### src/rtl/wrdma_pkg.sv
package wrdma_pkg;
  localparam int LEN_W    = 12;
  localparam int OWN_BIT  = 31;
  localparam int EOF_BIT  = 30;
  localparam int ERR_BIT  = 28;
  localparam int DESC_WDS = 3;

  typedef enum logic [2:0] {
    S_IDLE,
    S_RDREQ,
    S_RDWAIT,
    S_DATA,
    S_WB,
    S_PARK
  } wr_state_e;
endpackage

### src/rtl/wrdma_desc_hold.sv
module wrdma_desc_hold
  import wrdma_pkg::*;
(
  input  logic        clk,
  input  logic        rst_n,
  input  logic        load,
  input  logic [1:0]  idx,
  input  logic [31:0] word,
  output logic [31:0] ctrl_w,
  output logic [31:0] buf_w,
  output logic [31:0] next_w
);
  logic [31:0] slot [DESC_WDS];

  for (genvar i = 0; i < DESC_WDS; i++) begin : g_slot
    always_ff @(posedge clk or negedge rst_n) begin
      if (!rst_n)                        slot[i] <= '0;
      else if (load && idx == 2'(i))     slot[i] <= word;
    end
  end

  assign ctrl_w = slot[0];
  assign buf_w  = slot[1];
  assign next_w = slot[2];
endmodule

### src/rtl/wrdma_evt.sv
module wrdma_evt #(
  parameter int AW = 32
) (
  input  logic          clk,
  input  logic          rst_n,
  input  logic          fire_done,
  input  logic          fire_eof,
  input  logic          fire_err,
  input  logic          fire_empty,
  input  logic [AW-1:0] at_addr,
  output logic          ev_done,
  output logic          ev_eof,
  output logic          ev_desc_err,
  output logic          ev_desc_empty,
  output logic [AW-1:0] eof_desc_addr
);
  always_ff @(posedge clk or negedge rst_n) begin
    if (!rst_n) begin
      ev_done       <= 1'b0;
      ev_eof        <= 1'b0;
      ev_desc_err   <= 1'b0;
      ev_desc_empty <= 1'b0;
      eof_desc_addr <= '0;
    end else begin
      ev_done       <= fire_done;
      ev_eof        <= fire_eof;
      ev_desc_err   <= fire_err;
      ev_desc_empty <= fire_empty;
      if (fire_eof) eof_desc_addr <= at_addr;
    end
  end
endmodule

### src/rtl/wrdma_chan.sv
module wrdma_chan
  import wrdma_pkg::*;
#(
  parameter int AW = 32
) (
  input  logic          clk,
  input  logic          rst_n,
  input  logic          start,
  input  logic          stop,
  input  logic          restart,
  input  logic          check_owner,
  input  logic [AW-1:0] base_addr,
  input  logic          in_valid,
  input  logic [7:0]    in_data,
  input  logic          in_last,
  output logic          in_ready,
  output logic          mem_req,
  output logic          mem_we,
  output logic [AW-1:0] mem_addr,
  output logic [3:0]    mem_be,
  output logic [31:0]   mem_wdata,
  input  logic          mem_gnt,
  input  logic          mem_rvalid,
  input  logic [31:0]   mem_rdata,
  output logic          ev_done,
  output logic          ev_eof,
  output logic          ev_desc_err,
  output logic          ev_desc_empty,
  output logic [AW-1:0] eof_desc_addr
);
  wr_state_e        state;
  logic [AW-1:0]    cur;
  logic [1:0]       idx;
  logic [LEN_W-1:0] cnt;
  logic             eof_r;
  logic             stop_pend;

  logic [31:0]      ctrl_w, buf_w, next_w;
  logic [AW-1:0]    byte_addr;
  logic [31:0]      wb_word;
  logic             rd_load, own_block, size_bad, pop, cnt_full;
  logic             fire_done, fire_err, fire_empty;

  assign rd_load   = (state == S_RDWAIT) && mem_rvalid;
  assign own_block = check_owner && !mem_rdata[OWN_BIT];
  assign size_bad  = (mem_rdata[LEN_W-1:0] == '0);
  assign pop       = in_valid && in_ready;
  assign cnt_full  = (cnt + 1'b1) == ctrl_w[LEN_W-1:0];
  assign byte_addr = buf_w[AW-1:0] + AW'(cnt);
  assign wb_word   = {1'b0, eof_r, ctrl_w[29], 1'b0, ctrl_w[27:24], cnt, ctrl_w[LEN_W-1:0]};

  assign fire_done  = (state == S_WB) && mem_gnt;
  assign fire_empty = rd_load && (idx == 2'd0) && own_block;
  assign fire_err   = rd_load && (idx == 2'd0) && !own_block && size_bad;

  always_comb begin
    mem_req   = 1'b0;
    mem_we    = 1'b0;
    mem_addr  = cur;
    mem_be    = 4'h0;
    mem_wdata = '0;
    in_ready  = 1'b0;
    unique case (state)
      S_RDREQ: begin
        mem_req  = !stop_pend;
        mem_addr = cur + AW'({idx, 2'b00});
      end
      S_DATA: begin
        mem_req   = in_valid && !stop_pend;
        mem_we    = 1'b1;
        mem_addr  = {byte_addr[AW-1:2], 2'b00};
        mem_be    = 4'b0001 << byte_addr[1:0];
        mem_wdata = {4{in_data}};
        in_ready  = mem_gnt && !stop_pend;
      end
      S_WB: begin
        mem_req   = 1'b1;
        mem_we    = 1'b1;
        mem_be    = 4'hF;
        mem_wdata = wb_word;
      end
      default: ;
    endcase
  end

  always_ff @(posedge clk or negedge rst_n) begin
    if (!rst_n) begin
      state     <= S_IDLE;
      cur       <= '0;
      idx       <= '0;
      cnt       <= '0;
      eof_r     <= 1'b0;
      stop_pend <= 1'b0;
    end else begin
      if (state == S_IDLE) stop_pend <= 1'b0;
      else if (stop)       stop_pend <= 1'b1;
      unique case (state)
        S_IDLE: if (start) begin
          cur   <= base_addr;
          idx   <= '0;
          state <= S_RDREQ;
        end
        S_RDREQ: begin
          if (stop_pend)    state <= S_IDLE;
          else if (mem_gnt) state <= S_RDWAIT;
        end
        S_RDWAIT: if (mem_rvalid) begin
          if (idx == 2'd0 && (own_block || size_bad)) state <= S_PARK;
          else if (idx == 2'(DESC_WDS - 1)) begin
            cnt   <= '0;
            state <= S_DATA;
          end else begin
            idx   <= idx + 2'd1;
            state <= S_RDREQ;
          end
        end
        S_DATA: begin
          if (stop_pend) state <= S_IDLE;
          else if (pop) begin
            cnt <= cnt + 1'b1;
            if (in_last || cnt_full) begin
              eof_r <= in_last;
              state <= S_WB;
            end
          end
        end
        S_WB: if (mem_gnt) begin
          cur   <= next_w[AW-1:0];
          idx   <= '0;
          state <= S_RDREQ;
        end
        S_PARK: begin
          if (stop_pend) state <= S_IDLE;
          else if (start) begin
            cur   <= base_addr;
            idx   <= '0;
            state <= S_RDREQ;
          end else if (restart) begin
            idx   <= '0;
            state <= S_RDREQ;
          end
        end
        default: state <= S_IDLE;
      endcase
    end
  end

  wrdma_desc_hold u_hold (
    .clk    (clk),
    .rst_n  (rst_n),
    .load   (rd_load),
    .idx    (idx),
    .word   (mem_rdata),
    .ctrl_w (ctrl_w),
    .buf_w  (buf_w),
    .next_w (next_w)
  );

  wrdma_evt #(.AW(AW)) u_evt (
    .clk           (clk),
    .rst_n         (rst_n),
    .fire_done     (fire_done),
    .fire_eof      (fire_done && eof_r),
    .fire_err      (fire_err),
    .fire_empty    (fire_empty),
    .at_addr       (cur),
    .ev_done       (ev_done),
    .ev_eof        (ev_eof),
    .ev_desc_err   (ev_desc_err),
    .ev_desc_empty (ev_desc_empty),
    .eof_desc_addr (eof_desc_addr)
  );
endmodule

### config.mk
export PLATFORM = sky130hd
export DESIGN_NAME = wrdma_chan
export DESIGN_NICKNAME = d
export VERILOG_FILES = /design/src/rtl/wrdma_pkg.sv /design/src/rtl/wrdma_desc_hold.sv /design/src/rtl/wrdma_evt.sv /design/src/rtl/wrdma_chan.sv
export SDC_FILE = /design/constraint.sdc
export NUM_CORES = 1
export LEC_CHECK = 0
export ABC_AREA = 1
export ABC_CLOCK_PERIOD_IN_PS = 3100
export BUFFER_PORTS_ARGS = -buffer_cell sky130_fd_sc_hd__buf_4
export CAP_MARGIN = 20
export CORE_AREA = 2 2 142 144
export CTS_CLUSTER_DIAMETER = 100
export DETAILED_ROUTE_END_ITERATION = 16
export DIE_AREA = 0 0 144 146
export PLACE_DENSITY = 0.73
export SYNTH_ARGS = -nofsm -noshare
export SYNTH_HDL_FRONTEND = slang
export SYNTH_SLANG_ARGS = --single-unit
### constraint.sdc
create_clock -name clk -period 3.1 [get_ports clk]
set_input_delay 0.155 -clock clk [delete_from_list [all_inputs] [get_ports clk]]
set_output_delay 0.155 -clock clk [all_outputs]
set_load 0.01 [all_outputs]
# --- After elaboration in Yosys (flattened, before gate mapping) ---
# Index checks and enable logic that the tools add are counted.
# Widths: inputs -> output; s select.
word_totals:
  register_bits: 181
  latch_bits: 0
  ramBits: 0
  mem_bits_ro: 0
  wordCells: 115
  n_memories: 0
op_classes:
  add_sub_neg: 4
  multipliers: 0
  div: 0
  magnitude_cmp: 0
  eq_ne: 22
  shift: 1
  n_mux: 41
  bitwise: 1
  reduce_logical: 32
ops:
  columns: ["cell", "count"]
  rows:
  - ["$pmux 32 s2", 2]
  - ["$mux 32", 3]
  - ["$pmux 32 s3", 1]
  - ["$mux 12", 5]
  - ["$mux 3", 12]
  - ["$add 32x12->32", 1]
  - ["$add 32x4->32", 1]
  - ["$pmux 12 s2", 1]
  - ["$mux 2", 9]
  - ["$pmux 3 s6", 1]
  - ["$ne 2x2->1 const B", 8]
  - ["$logic_and 1x1->1", 14]
  - ["$add 12x1->12 const B", 1]
  - ["$eq 12x12->1", 1]
  - ["$logic_not 12->1", 1]
  - ["$ne 3x3->1 const B", 4]
  - ["$pmux 2 s4", 1]
  - ["$pmux 4 s2", 1]
  - ["$reduce_and 8->1", 1]
  - ["$reduce_and 7->1", 1]
  - ["$eq 3x2->1 const B", 2]
  - ["$eq 3x3->1 const B", 2]
  - ["$reduce_and 6->1", 1]
  - ["$mux 1", 4]
  - ["19 further kinds", 23]

# --- Depth between registers and ports, before layout ---
# Gate-level depths: netlist of the first run.
logic_depth:
  word_depth: 7
  mapped_depth: 17
  mapped_depth_nobuf: 17

# --- By module ---
# Synthesis of the first run repeated with hierarchy kept, for this count alone.
hier_totals:
  hier_cells: 1512
  area_unflattened_um2: 10971.8
modules_own_cells:
  columns: ["module", "instances", "cells_per_inst", "area_each_um2", "seq_area_each_um2"]
  rows:
  - ["wrdma_chan", 1, 945, 5580.4, 1276.2]
  - ["wrdma_desc_hold", 1, 427, 3998.8, 2402.3]
  - ["wrdma_evt", 1, 140, 1392.6, 900.9]

# --- Worst setup path before layout of the first run ---
# Ideal clock, no wire load.
synth_timing:
  path_type: "register -> output"
  start: "register cnt[1]"
  end: "output mem_addr[20]"
  arrival_time_ns: 2.194
  required_ns: 2.945
  path_slack_ns: 0.751
  path_stages_with_launch: 14
  path_buffers: 0
  path_cell_list: "dfrtp_1 > inv_1 > fa_1 > inv_1 > nand3_1 > nand2_1 > a21oi_1 > o21ai_0 > a21oi_1 > nor2_1 > nand2_1 > nand2_1 > nand3_1 > o21ai_0"
synth_between:
  elab_chain_cells: 2
synth_lines:
  columns: ["element", "line", "text"]
  rows:
  - ["from (decl)", "wrdma_chan.sv:34", "logic [LEN_W-1:0] cnt;"]
  - ["from (signal assigned)", "wrdma_chan.sv:120", "cnt <= cnt + 1'b1;"]
  - ["$add 32x12->32", "wrdma_chan.sv:49", "assign byte_addr = buf_w[AW-1:0] + AW'(cnt);"]
  - ["$pmux 32 s2", "wrdma_chan.sv:63", "unique case (state)"]
  - ["to (decl)", "wrdma_chan.sv:19", "output logic [AW-1:0] mem_addr,"]
# Every way passes these cells.

# --- Worst setup path after layout of the first run ---
layout_timing:
  start: "register cur[2]"
  end: "output mem_addr[26]"
layout_between:
  elab_chain_cells: 2
layout_lines:
  columns: ["element", "line", "text"]
  rows:
  - ["from (decl)", "wrdma_chan.sv:32", "logic [AW-1:0] cur;"]
  - ["from (signal assigned)", "wrdma_chan.sv:99", "cur <= base_addr;"]
  - ["from (signal assigned)", "wrdma_chan.sv:128", "cur <= next_w[AW-1:0];"]
  - ["from (signal assigned)", "wrdma_chan.sv:135", "cur <= base_addr;"]
  - ["$add 32x4->32", "wrdma_chan.sv:66", "mem_addr = cur + AW'({idx, 2'b00});"]
  - ["$pmux 32 s2", "wrdma_chan.sv:63", null]
# Every way passes these cells.

==> impl_metrics.csv, run 1 <==
group,metric,value,unit
routing,vias,9840,
setup_path,reg2reg_depth,10,
power,ir_drop,0.480,mV
sta,setup_viol,0,
global_route,grt_overflow,0,
layout,final_cell_count_no_fill,1807,
global_route,grt_max_degree,72,
routing,drcViolationCount,0,
die,die_area,21000,µm²
placed_design,pre_cts_ws,172,ps
logic_synthesis,syn_area_per_cell,7.28,µm²
routing,wl_per_cell,16.6,µm
placed_design,place_congestion,0.994,
clock_tree,clk_latency,440,ps
setup_path,crit_type,"reg -> out",
clock_tree,cts.root.buffer_cell,"clkbuf_16",
placed_design,hpwl,22.2,mm
clock_tree,clkTransAtPathRegs,70,ps
logic_synthesis,ys_types,46,
logic_synthesis,synth_edf_count,0,
sta,hold_viol_final,1,
worst_hold_path,worstHoldPathType,"in -> reg",
logic_synthesis,syn_nets,1424,
power,leakagePower,6.19,nW
die,start_util,0.497,
clock_tree,ctsHtreeMaxLevel,4,
sta,worst_pin_slew,716,ps
global_route,antenna_found_initial,1,
sta,fmax,330,MHz
setup_path,critPathCaptureType,"primary output",
clock_tree,cts_num_sinks,168,
logic_synthesis,synthArstFlopShare,1.00,
sta,timing.hold.ws,-1.79,ps
layout,final_nets,1633,
setup_path,cp.arrival,2870,ps
layout,final_cell_area,12400,µm²
setup_path,start_kind,"flip-flop",
sta,tns,0,ps
layout,n_fill_cell,1699,
placed_design,io_buffers,188,
routing,drtIter0Drc,1092,
routing,drt_first_pass_iters,5,
sta,period_share,0.976,
flow_run,max-cap-violations,0,
setup_path,critPathMaxFanout,4,
worst_hold_path,whs_path_depth,3,
layout,diodes,0,
run_status,failed_checks,"negative hold slack",
die,ioPinCount,189,
sta,slew_violations,0,
die,core-area,19300,µm²
logic_synthesis,synth_cells,1321,
placed_design,numPlacedInstances,1744,
sta,slew_headroom,0.523,
global_route,grt_pass1_vias,8929,
global_route,grt_usage,0.286,
power,p_total,11.3,mW
logic_synthesis,synth_flop_cell,"dfrtp_1",
clock_tree,cts_tree,"built",
logic_synthesis,synth_warnings,0,
die,die_h,146,µm
setup_path,cp_data_required_time,2940,ps
sta,rsz0062_at_grt,"true",
clock_tree,cts_buffers,17,
sta,final.setup_skew,10.9,ps
die,rows,51,
logic_synthesis,seq_area_frac_synth,0.437,
layout,ff_latch_area,4210,µm²
die,fp.dieW,144,µm
logic_synthesis,synth_seq_cells,168,
routing,viasPerCell,5.45,
layout,drive_above_1_share,0.195,
layout,final_util,0.640,
placed_design,dpl_cell_area,11300,µm²
power,power.density,911,nW/µm²
sta,timing.final.crit_period,3030,ps
clock_tree,clock_path_buffers,2,
routing,wirelength,30.0,mm
global_route,grt_pass1_wl,46.6,mm
logic_synthesis,syn-cell-area,9610,µm²
run_status,status,"finished with violations",
layout,multi_input_area,4760,µm²
sta,finalWorstSetupSlack,73.4,ps
layout,syn2layout_area_growth,28.8,%
routing,final_antenna_net_count,0,
## cells in the mapped netlist (4+ instances only)
master	n	share of area
nor4_1	12	0.0078
o21ai_1	10	0.0052
xor2_1	9	0.0082
o221ai_1	4	0.0036
o21ai_0	177	0.092
nor2_1	85	0.033
o31ai_1	10	0.0078
nand3_1	88	0.046
o211ai_1	5	0.0039
a21oi_1	37	0.019
inv_1	149	0.058
nor3_1	17	0.0089
inv_2	5	0.0020
clkbuf_1	37	0.014
a31oi_1	33	0.021
ha_1	19	0.025
nor2_2	5	0.0033
o22ai_1	6	0.0039
nand2_1	389	0.15
dfrtp_1	168	0.44
nand4_1	12	0.0078
buf_2	9	0.0047
## repair_timing
item / CTS / global route
setup endpoints to repair: 13 / 18
gates resized for setup: 10 / 36
hold buffers: 19 / 0
pin swaps: 0 / 13
buffers inserted: 0 / 13
endpoints found under the hold margin: 87 / 0
## final timing paths
| kind | from | to | slack (ps) |
|---|---|---|---|
| min in group asynchronous | rst_n | u_hold.ctrl_w[1] | 290 |
| max reg2reg | state[1] | u_evt.eof_desc_addr[2] | 750 |
| max | cur[2] | mem_addr[26] | 70 |
| min | base_addr[18] | cur[18] | -2 |
| min reg2reg | u_evt.eof_desc_addr[23] | u_evt.eof_desc_addr[23] | 480 |
| max in group asynchronous | rst_n | u_evt.eof_desc_addr[16] | 1980 |
## kinds of logic after synthesis
kind of cell,synth area share
and+or+nand+nor,0.273
adders and majority gates,0.0289
xor gates and xnor gates,0.0109
DFF,0.437
buffers and inverters,0.0820
AOI/OAI and AO/OA,0.167
## critical path, stage by stage, from the launching register on
cell and delay, ps:
dfrtp_1 430, ha_4 170, fa_2 210, nand2_2 50, inv_2 70, nand4_1 240
nor3_4 330, nand3b_1 180, nor2_4 180, nand3_2 100, xor2_2 170, o21ai_2 170
buf_4 140
## area by class of cell
type / count / area share
multi-input combinational: 949 / 0.384
sequential: 168 / 0.340
timing repair buffer: 238 / 0.151
inverter: 156 / 0.0475
clock buffer: 21 / 0.0372
tap: 265 / 0.0268
clock inverter: 10 / 0.0136
## metal layers
| layer | up-vias | share of wire | global-route usage |
|---|---|---|---|
| met5 | - | 0.00040 | 0 |
| met4 | 2 | 0.022 | 0.0917 |
| met3 | 54 | 0.089 | 0.0576 |
| met2 | 444 | 0.44 | 0.425 |
| met1 | 4557 | 0.45 | 0.421 |
| li1 | 4783 | - | - |
## power breakdown
group          switching (mW)  internal [mW]
sequential              0.871           3.03
clock                   0.891           1.39
combinational            3.03           2.07
## cells in the final DEF (no fill, tap or decap), drive strengths merged, types with 3 or more instances in the layout
cell type,synthesis,routed
nand3,90,90
nand3b,3,3
bufinv,0,4
xnor2,3,3
o221ai,4,4
clkinv,1,3
nor4,12,12
xor2,9,9
nor3,18,18
dlygate4sd3,0,19
a21oi,37,37
clkbuf,38,21
o21ai,187,187
buf,10,219
o211ai,5,5
clkinvlp,0,3
nor2,91,91
ha,19,19
nand4,13,13
nand2,391,391
inv,155,156
dfrtp,168,168
or2,4,4
o31ai,10,10
a31oi,33,33
o22ai,6,6
## registers in the layout, indices dropped and copies added (netlist names), 2 cells and up
signal,count
u_hold.ctrl_w,17
idx,2
u_hold.buf_w,32
cur,32
u_evt.eof_desc_addr,32
state,3
u_hold.next_w,32
cnt,12
Power figures use the tool's default switching activity.
==> inputs of run 2 (changes only) <==
--- a/config.mk
+++ b/config.mk
@@ -9,11 +9,14 @@
 export ABC_CLOCK_PERIOD_IN_PS = 3100
 export BUFFER_PORTS_ARGS = -buffer_cell sky130_fd_sc_hd__buf_4
 export CAP_MARGIN = 20
-export CORE_AREA = 2 2 142 144
+export CELL_PAD_IN_SITES_DETAIL_PLACEMENT = 1
+export CELL_PAD_IN_SITES_GLOBAL_PLACEMENT = 1
+export CORE_AREA = 2 2 159 161
 export CTS_CLUSTER_DIAMETER = 100
 export DETAILED_ROUTE_END_ITERATION = 16
-export DIE_AREA = 0 0 144 146
-export PLACE_DENSITY = 0.73
+export DIE_AREA = 0 0 161 163
+export PLACE_DENSITY_LB_ADDON = 0.1
+export RECOVER_POWER = 100
 export SYNTH_ARGS = -nofsm -noshare
 export SYNTH_HDL_FRONTEND = slang
 export SYNTH_SLANG_ARGS = --single-unit
==> run 2 against run 1 <==
  * The run ends with max-capacitance violations, max-slew violations left
  * Critical path depth is the same
  * Die area up 25%
  * Register-to-register slack lost 310 ps
  * First-iteration DRC count is 41% lower
  * Global-route usage fell by 1.7 points
  * Cell count increased by 3.0%
  * Sequential cell count stayed put
  * Cell area shrank 1.7%
  * Worst setup slack better by 6.8 ps
  * Hold slack gained 13 ps
  * Sequential share of layout area increased by 0.57 points
  * Core utilization decreased by 15 points
  * Critical endpoint is now mem_addr[18]
==> impl_metrics.csv, run 2 (synthesis results as in run 1) <==
group,metric,value,unit
routing,drtIter0Drc,640,
setup_path,critPathCaptureType,"primary output",
placed_design,io_buffers,188,
clock_tree,clock_path_buffers,2,
layout,final_cell_area,12200,µm²
sta,final.setup_skew,8.15,ps
power,power.density,917,nW/µm²
routing,wl_per_cell,19.0,µm
sta,hold_viol_final,0,
sta,period_share,0.974,
placed_design,dpl_cell_area,11400,µm²
setup_path,path_depth,12,
layout,layout_commonest_cell,"nand2_1",
setup_path,crit_type,"reg -> out",
run_status,status,"finished with violations",
setup_path,startpoint,"cur[2]",
placed_design,place_congestion,0.916,
power,ir_drop,0.370,mV
die,start_util,0.390,
setup_path,critPathMaxFanout,4,
clock_tree,cts_num_sinks,168,
sta,setup_viol,0,
clock_tree,ctsHtreeMaxLevel,4,
global_route,grt_overflow,0,
sta,worst_pin_slew,1980,ps
flow_run,max-cap-violations,1,
layout,n_fill_cell,3141,
layout,drive_above_1_share,0.169,
routing,drt_first_pass_iters,5,
die,fp.dieW,161,µm
setup_path,cp_top_family,"simple AND/OR/NAND/NOR gates",
routing,vias,9868,
routing,final_antenna_net_count,0,
global_route,grt_pass1_vias,9598,
setup_path,critPathBufInv,3,
sta,slew_violations,74,
clock_tree,cts.root.buffer_cell,"clkbuf_16",
layout,final_cell_mix,"387 x nand2_1, 174 x o21ai_0, 166 x buf_4",
power,leakagePower,5.94,nW
die,die_area,26200,µm²
die,rows,58,
die,core-area,24700,µm²
sta,fmax,331,MHz
clock_tree,clk_latency,430,ps
setup_path,crit_chain,"ha_2 -> fa_1 -> nand2_1 -> inv_1 -> nand4_1 -> nor3_4 -> nand3_2 -> nor2_4 -> inv_1 -> o211ai_1 -> nand2_1 -> buf_4",
clock_tree,cts_buffers,17,
sta,rsz0062_at_grt,"true",
setup_path,cp_data_required_time,2940,ps
global_route,grt_usage,0.270,
clock_tree,clkTransAtPathRegs,70,ps
global_route,antenna_found_initial,0,
setup_path,start_kind,"flip-flop",
routing,viasPerCell,5.30,
layout,final_nets,1621,
die,die_h,163,µm
global_route,grt_pass1_wl,54.6,mm
worst_hold_path,worstHoldPathType,"in -> reg",
placed_design,numPlacedInstances,1810,
setup_path,r2r_slack,440,ps
setup_path,cp.arrival,2860,ps
worst_hold_path,min_from,"mem_rdata[30]",
setup_path,cp_slowest_cell,"dfrtp_1",
clock_tree,cts_tree,"built",
setup_path,critPathMaxStageDelay,400,ps
sta,timing.final.crit_period,3020,ps
layout,diodes,0,
layout,final_cell_count_no_fill,1861,
sta,slew_headroom,-0.318,
placed_design,hpwl,26.1,mm
run_status,failed_checks,"max-capacitance violations, max-slew violations",
worst_hold_path,whs_path_depth,3,
routing,drcViolationCount,0,
die,ioPinCount,189,
routing,wirelength,35.4,mm
setup_path,r2r-start,"state[2]",
global_route,grt_max_degree,74,
layout,final_util,0.493,
setup_path,reg2reg_depth,10,
layout,syn2layout_area_growth,26.6,%
## run 2: worst min-delay path, delay by kind of cell
family,cells,cell delay [ps]
buf+inv,2,170
compound gates,1,80
## run 2: per-stage QoR
step                worst slack, ps  power [mW]  hold slack (ps)  TNS, ps
floorplan                       751        6.68             -141        0
global placement                263        8.79              235        0
detailed placement              154        8.96              235        0
CTS                            3.36        11.1            0.839        0
global route                  -47.4        12.0             7.34     -190
finish                         80.2        11.2             11.5        0
## run 2: what timing repair did
action / CTS / global route
resized for setup: 20 / 39
hold endpoints to repair: 86 / 0
endpoints found under the setup margin: 18 / 23
pin swaps: 3 / 9
hold buffers: 16 / 0
setup buffers: 0 / 3
## run 2: cell type report
type / instances / area [µm²] / share of cell area
Timing Repair Buffer: 226 / 1600 / 0.131
Clock inverter: 12 / 120 / 0.00987
Sequential cell: 168 / 4210 / 0.346
Clock buffer: 20 / 447 / 0.0367
Tap cell: 330 / 413 / 0.0339
Multi-Input combinational cell: 949 / 4800 / 0.394
Inverter: 156 / 588 / 0.0483
## run 2: routing by layer
layer,vias to the layer above,GRT usage,routed length [µm]
met5,-,0,0
met4,0,0.0682,619
met3,41,0.0334,1670
met2,266,0.419,15700
met1,4823,0.400,17400
li1,4738,-,-
## run 2: worst paths after layout
path / end
worst min-delay path: u_hold.next_w[30]
worst max register to register: cnt[1]
max in group asynchronous: cnt[1]
min in group asynchronous: u_evt.ev_done
worst max-delay path: mem_addr[18]
worst min register to register: u_hold.next_w[8]
## run 2: power by group
group	switching [mW]	total, mW	internal [mW]
sequential	0.868	3.89	3.03
combinational	3.23	5.16	1.93
clock	0.968	2.11	1.14
==> inputs of run 3 (changes only) <==
--- a/config.mk
+++ b/config.mk
@@ -17,6 +17,7 @@
 export DIE_AREA = 0 0 161 163
 export PLACE_DENSITY_LB_ADDON = 0.1
 export RECOVER_POWER = 100
+export SETUP_SLACK_MARGIN = 0.15
 export SYNTH_ARGS = -nofsm -noshare
 export SYNTH_HDL_FRONTEND = slang
 export SYNTH_SLANG_ARGS = --single-unit
==> run 3 against run 2 <==
  * The run still ends with max-capacitance violations, max-slew violations left
  * Register-to-register slack better by 50 ps
  * Clock power barely moved
  * Sequential share of layout area fell by 0.21 points
  * Critical path type unchanged
==> impl_metrics.csv, run 3 (synthesis results as in run 1) <==
group,metric,value,unit
routing,wirelength,36.1,mm
global_route,grt_usage,0.273,
run_status,status,"finished with violations",
sta,rsz0062_at_grt,"true",
setup_path,timing.rr.end,"u_evt.eof_desc_addr[30]",
flow_run,max-cap-violations,1,
placed_design,place_congestion,0.916,
global_route,antenna_found_initial,0,
sta,slew_violations,73,
layout,final_cell_mix,"387 x nand2_1, 166 x o21ai_0, 160 x dfrtp_1",
die,ioPinCount,189,
power,ir_drop,0.432,mV
worst_hold_path,whs_path_depth,3,
routing,final_antenna_net_count,0,
routing,drtIter0Drc,659,
setup_path,crit_type,"reg -> out",
sta,final.setup_skew,7.56,ps
setup_path,reg2reg_depth,8,
setup_path,critPathMaxFanout,7,
clock_tree,clock_path_buffers,2,
sta,period_share,0.959,
sta,hold_viol_final,0,
clock_tree,clkTransAtPathRegs,70,ps
layout,layout_commonest_cell,"nand2_1",
routing,viasPerCell,5.34,
setup_path,r2r-start,"state[1]",
placed_design,io_buffers,188,
sta,timing.final.crit_period,2970,ps
die,start_util,0.390,
setup_path,start_kind,"flip-flop",
die,die_h,163,µm
layout,ff_latch_area,4210,µm²
clock_tree,cts_tree,"built",
global_route,grt_max_degree,74,
clock_tree,clk_latency,440,ps
sta,tns,0,ps
die,fp.dieW,161,µm
routing,vias,10000,
worst_hold_path,worstHoldPathType,"in -> reg",
layout,multi_input_area,4910,µm²
sta,worst_pin_slew,1970,ps
power,leakagePower,5.84,nW
sta,fmax,336,MHz
worst_hold_path,whs_endpoint,"u_hold.next_w[30]",
sta,setup_viol,0,
sta,slew_headroom,-0.312,
die,rows,58,
clock_tree,cts.root.buffer_cell,"clkbuf_16",
layout,drive_above_1_share,0.165,
setup_path,r2r_slack,490,ps
global_route,grt_pass1_vias,9697,
layout,n_fill_cell,3156,
die,die_area,26200,µm²
placed_design,dpl_cell_area,11400,µm²
placed_design,hpwl,26.1,mm
clock_tree,cts_num_sinks,168,
layout,final_util,0.497,
setup_path,critPathCaptureType,"primary output",
global_route,grt_overflow,0,
routing,wl_per_cell,19.2,µm
setup_path,cp.arrival,2820,ps
worst_hold_path,min_from,"mem_rdata[30]",
power,power.density,918,nW/µm²
layout,final_nets,1638,
clock_tree,cts_buffers,17,
routing,drt_first_pass_iters,5,
die,core-area,24700,µm²
setup_path,cp_data_required_time,2940,ps
routing,drcViolationCount,0,
global_route,grt_pass1_wl,55.2,mm
run_status,failed_checks,"max-capacitance violations, max-slew violations",
layout,diodes,0,
clock_tree,ctsHtreeMaxLevel,4,
layout,syn2layout_area_growth,27.6,%
layout,final_cell_area,12300,µm²
-- run 3: cell count changes in the layout (fill, tap and decap cells not counted), sizes merged --
cell,change
clkbuf,+47
buf,-30
-- run 3: worst max-delay path, cell delays in order (launching register included) --
cell	delay (ps)
dfrtp_2	430
ha_4	270
a21oi_1	210
nand2_2	130
a21oi_4	220
o21ai_4	90
nand3_1	110
nand2_1	170
buf_4	180
nand2_1	40
nand3_1	160
o221ai_1	170
buf_4	180
-- run 3: cell type report --
class,count,share of cell area
clock inverters,12,0.00980
well taps,330,0.0337
flip-flops and latches,168,0.344
clock buffers,20,0.0364
multi-input cells,949,0.400
inverters,156,0.0482
repair buffers,243,0.128
-- run 3: where the power goes --
group	total [mW]	internal (mW)	switching [mW]
sequential	3.90	3.03	0.866
clock	2.11	1.14	0.971
combinational	5.25	1.91	3.34
-- run 3: stage by stage --
step / power [mW] / instances / hold WS (ps) / setup slack, ps
after floorplan: 6.68 / 1321 / -141 / 751
after global placement: 8.79 / 1810 / 235 / 263
after detailed placement: 8.96 / 1810 / 235 / 154
after CTS: 11.2 / 1862 / 0.839 / 120
after global routing: 12.1 / 1878 / 9.56 / 22.5
final: 11.3 / 1878 / 6.09 / 127
-- run 3: worst max-delay path by stage --
stage / startpoint / end / slack, ps / cells after the start
floorplan: cnt[1] / mem_addr[20] / 750 / 13
global placement: cnt[1] / mem_addr[12] / 260 / 11
detailed placement: cnt[1] / mem_addr[20] / 150 / 14
CTS: cur[2] / mem_addr[26] / 120 / 12
global route: idx[0] / mem_addr[28] / 20 / 12
finish: cnt[2] / mem_addr[15] / 130 / 12
-- run 3: routing by layer --
layer / vias up / share of wire / track usage
met5: - / 0 / 0
met4: 0 / 0.018 / 0.0714
met3: 48 / 0.048 / 0.0344
met2: 276 / 0.46 / 0.425
met1: 4919 / 0.48 / 0.402
li1: 4778 / - / -
-- run 3: repair_timing --
action,4_1_cts,5_1_grt
buffers inserted,4,16
pin swaps,8,16
resized for setup,49,52
hold buffers,16,0
endpoints found under the setup margin,25,21
cloned,0,0
endpoints found under the hold margin,86,0
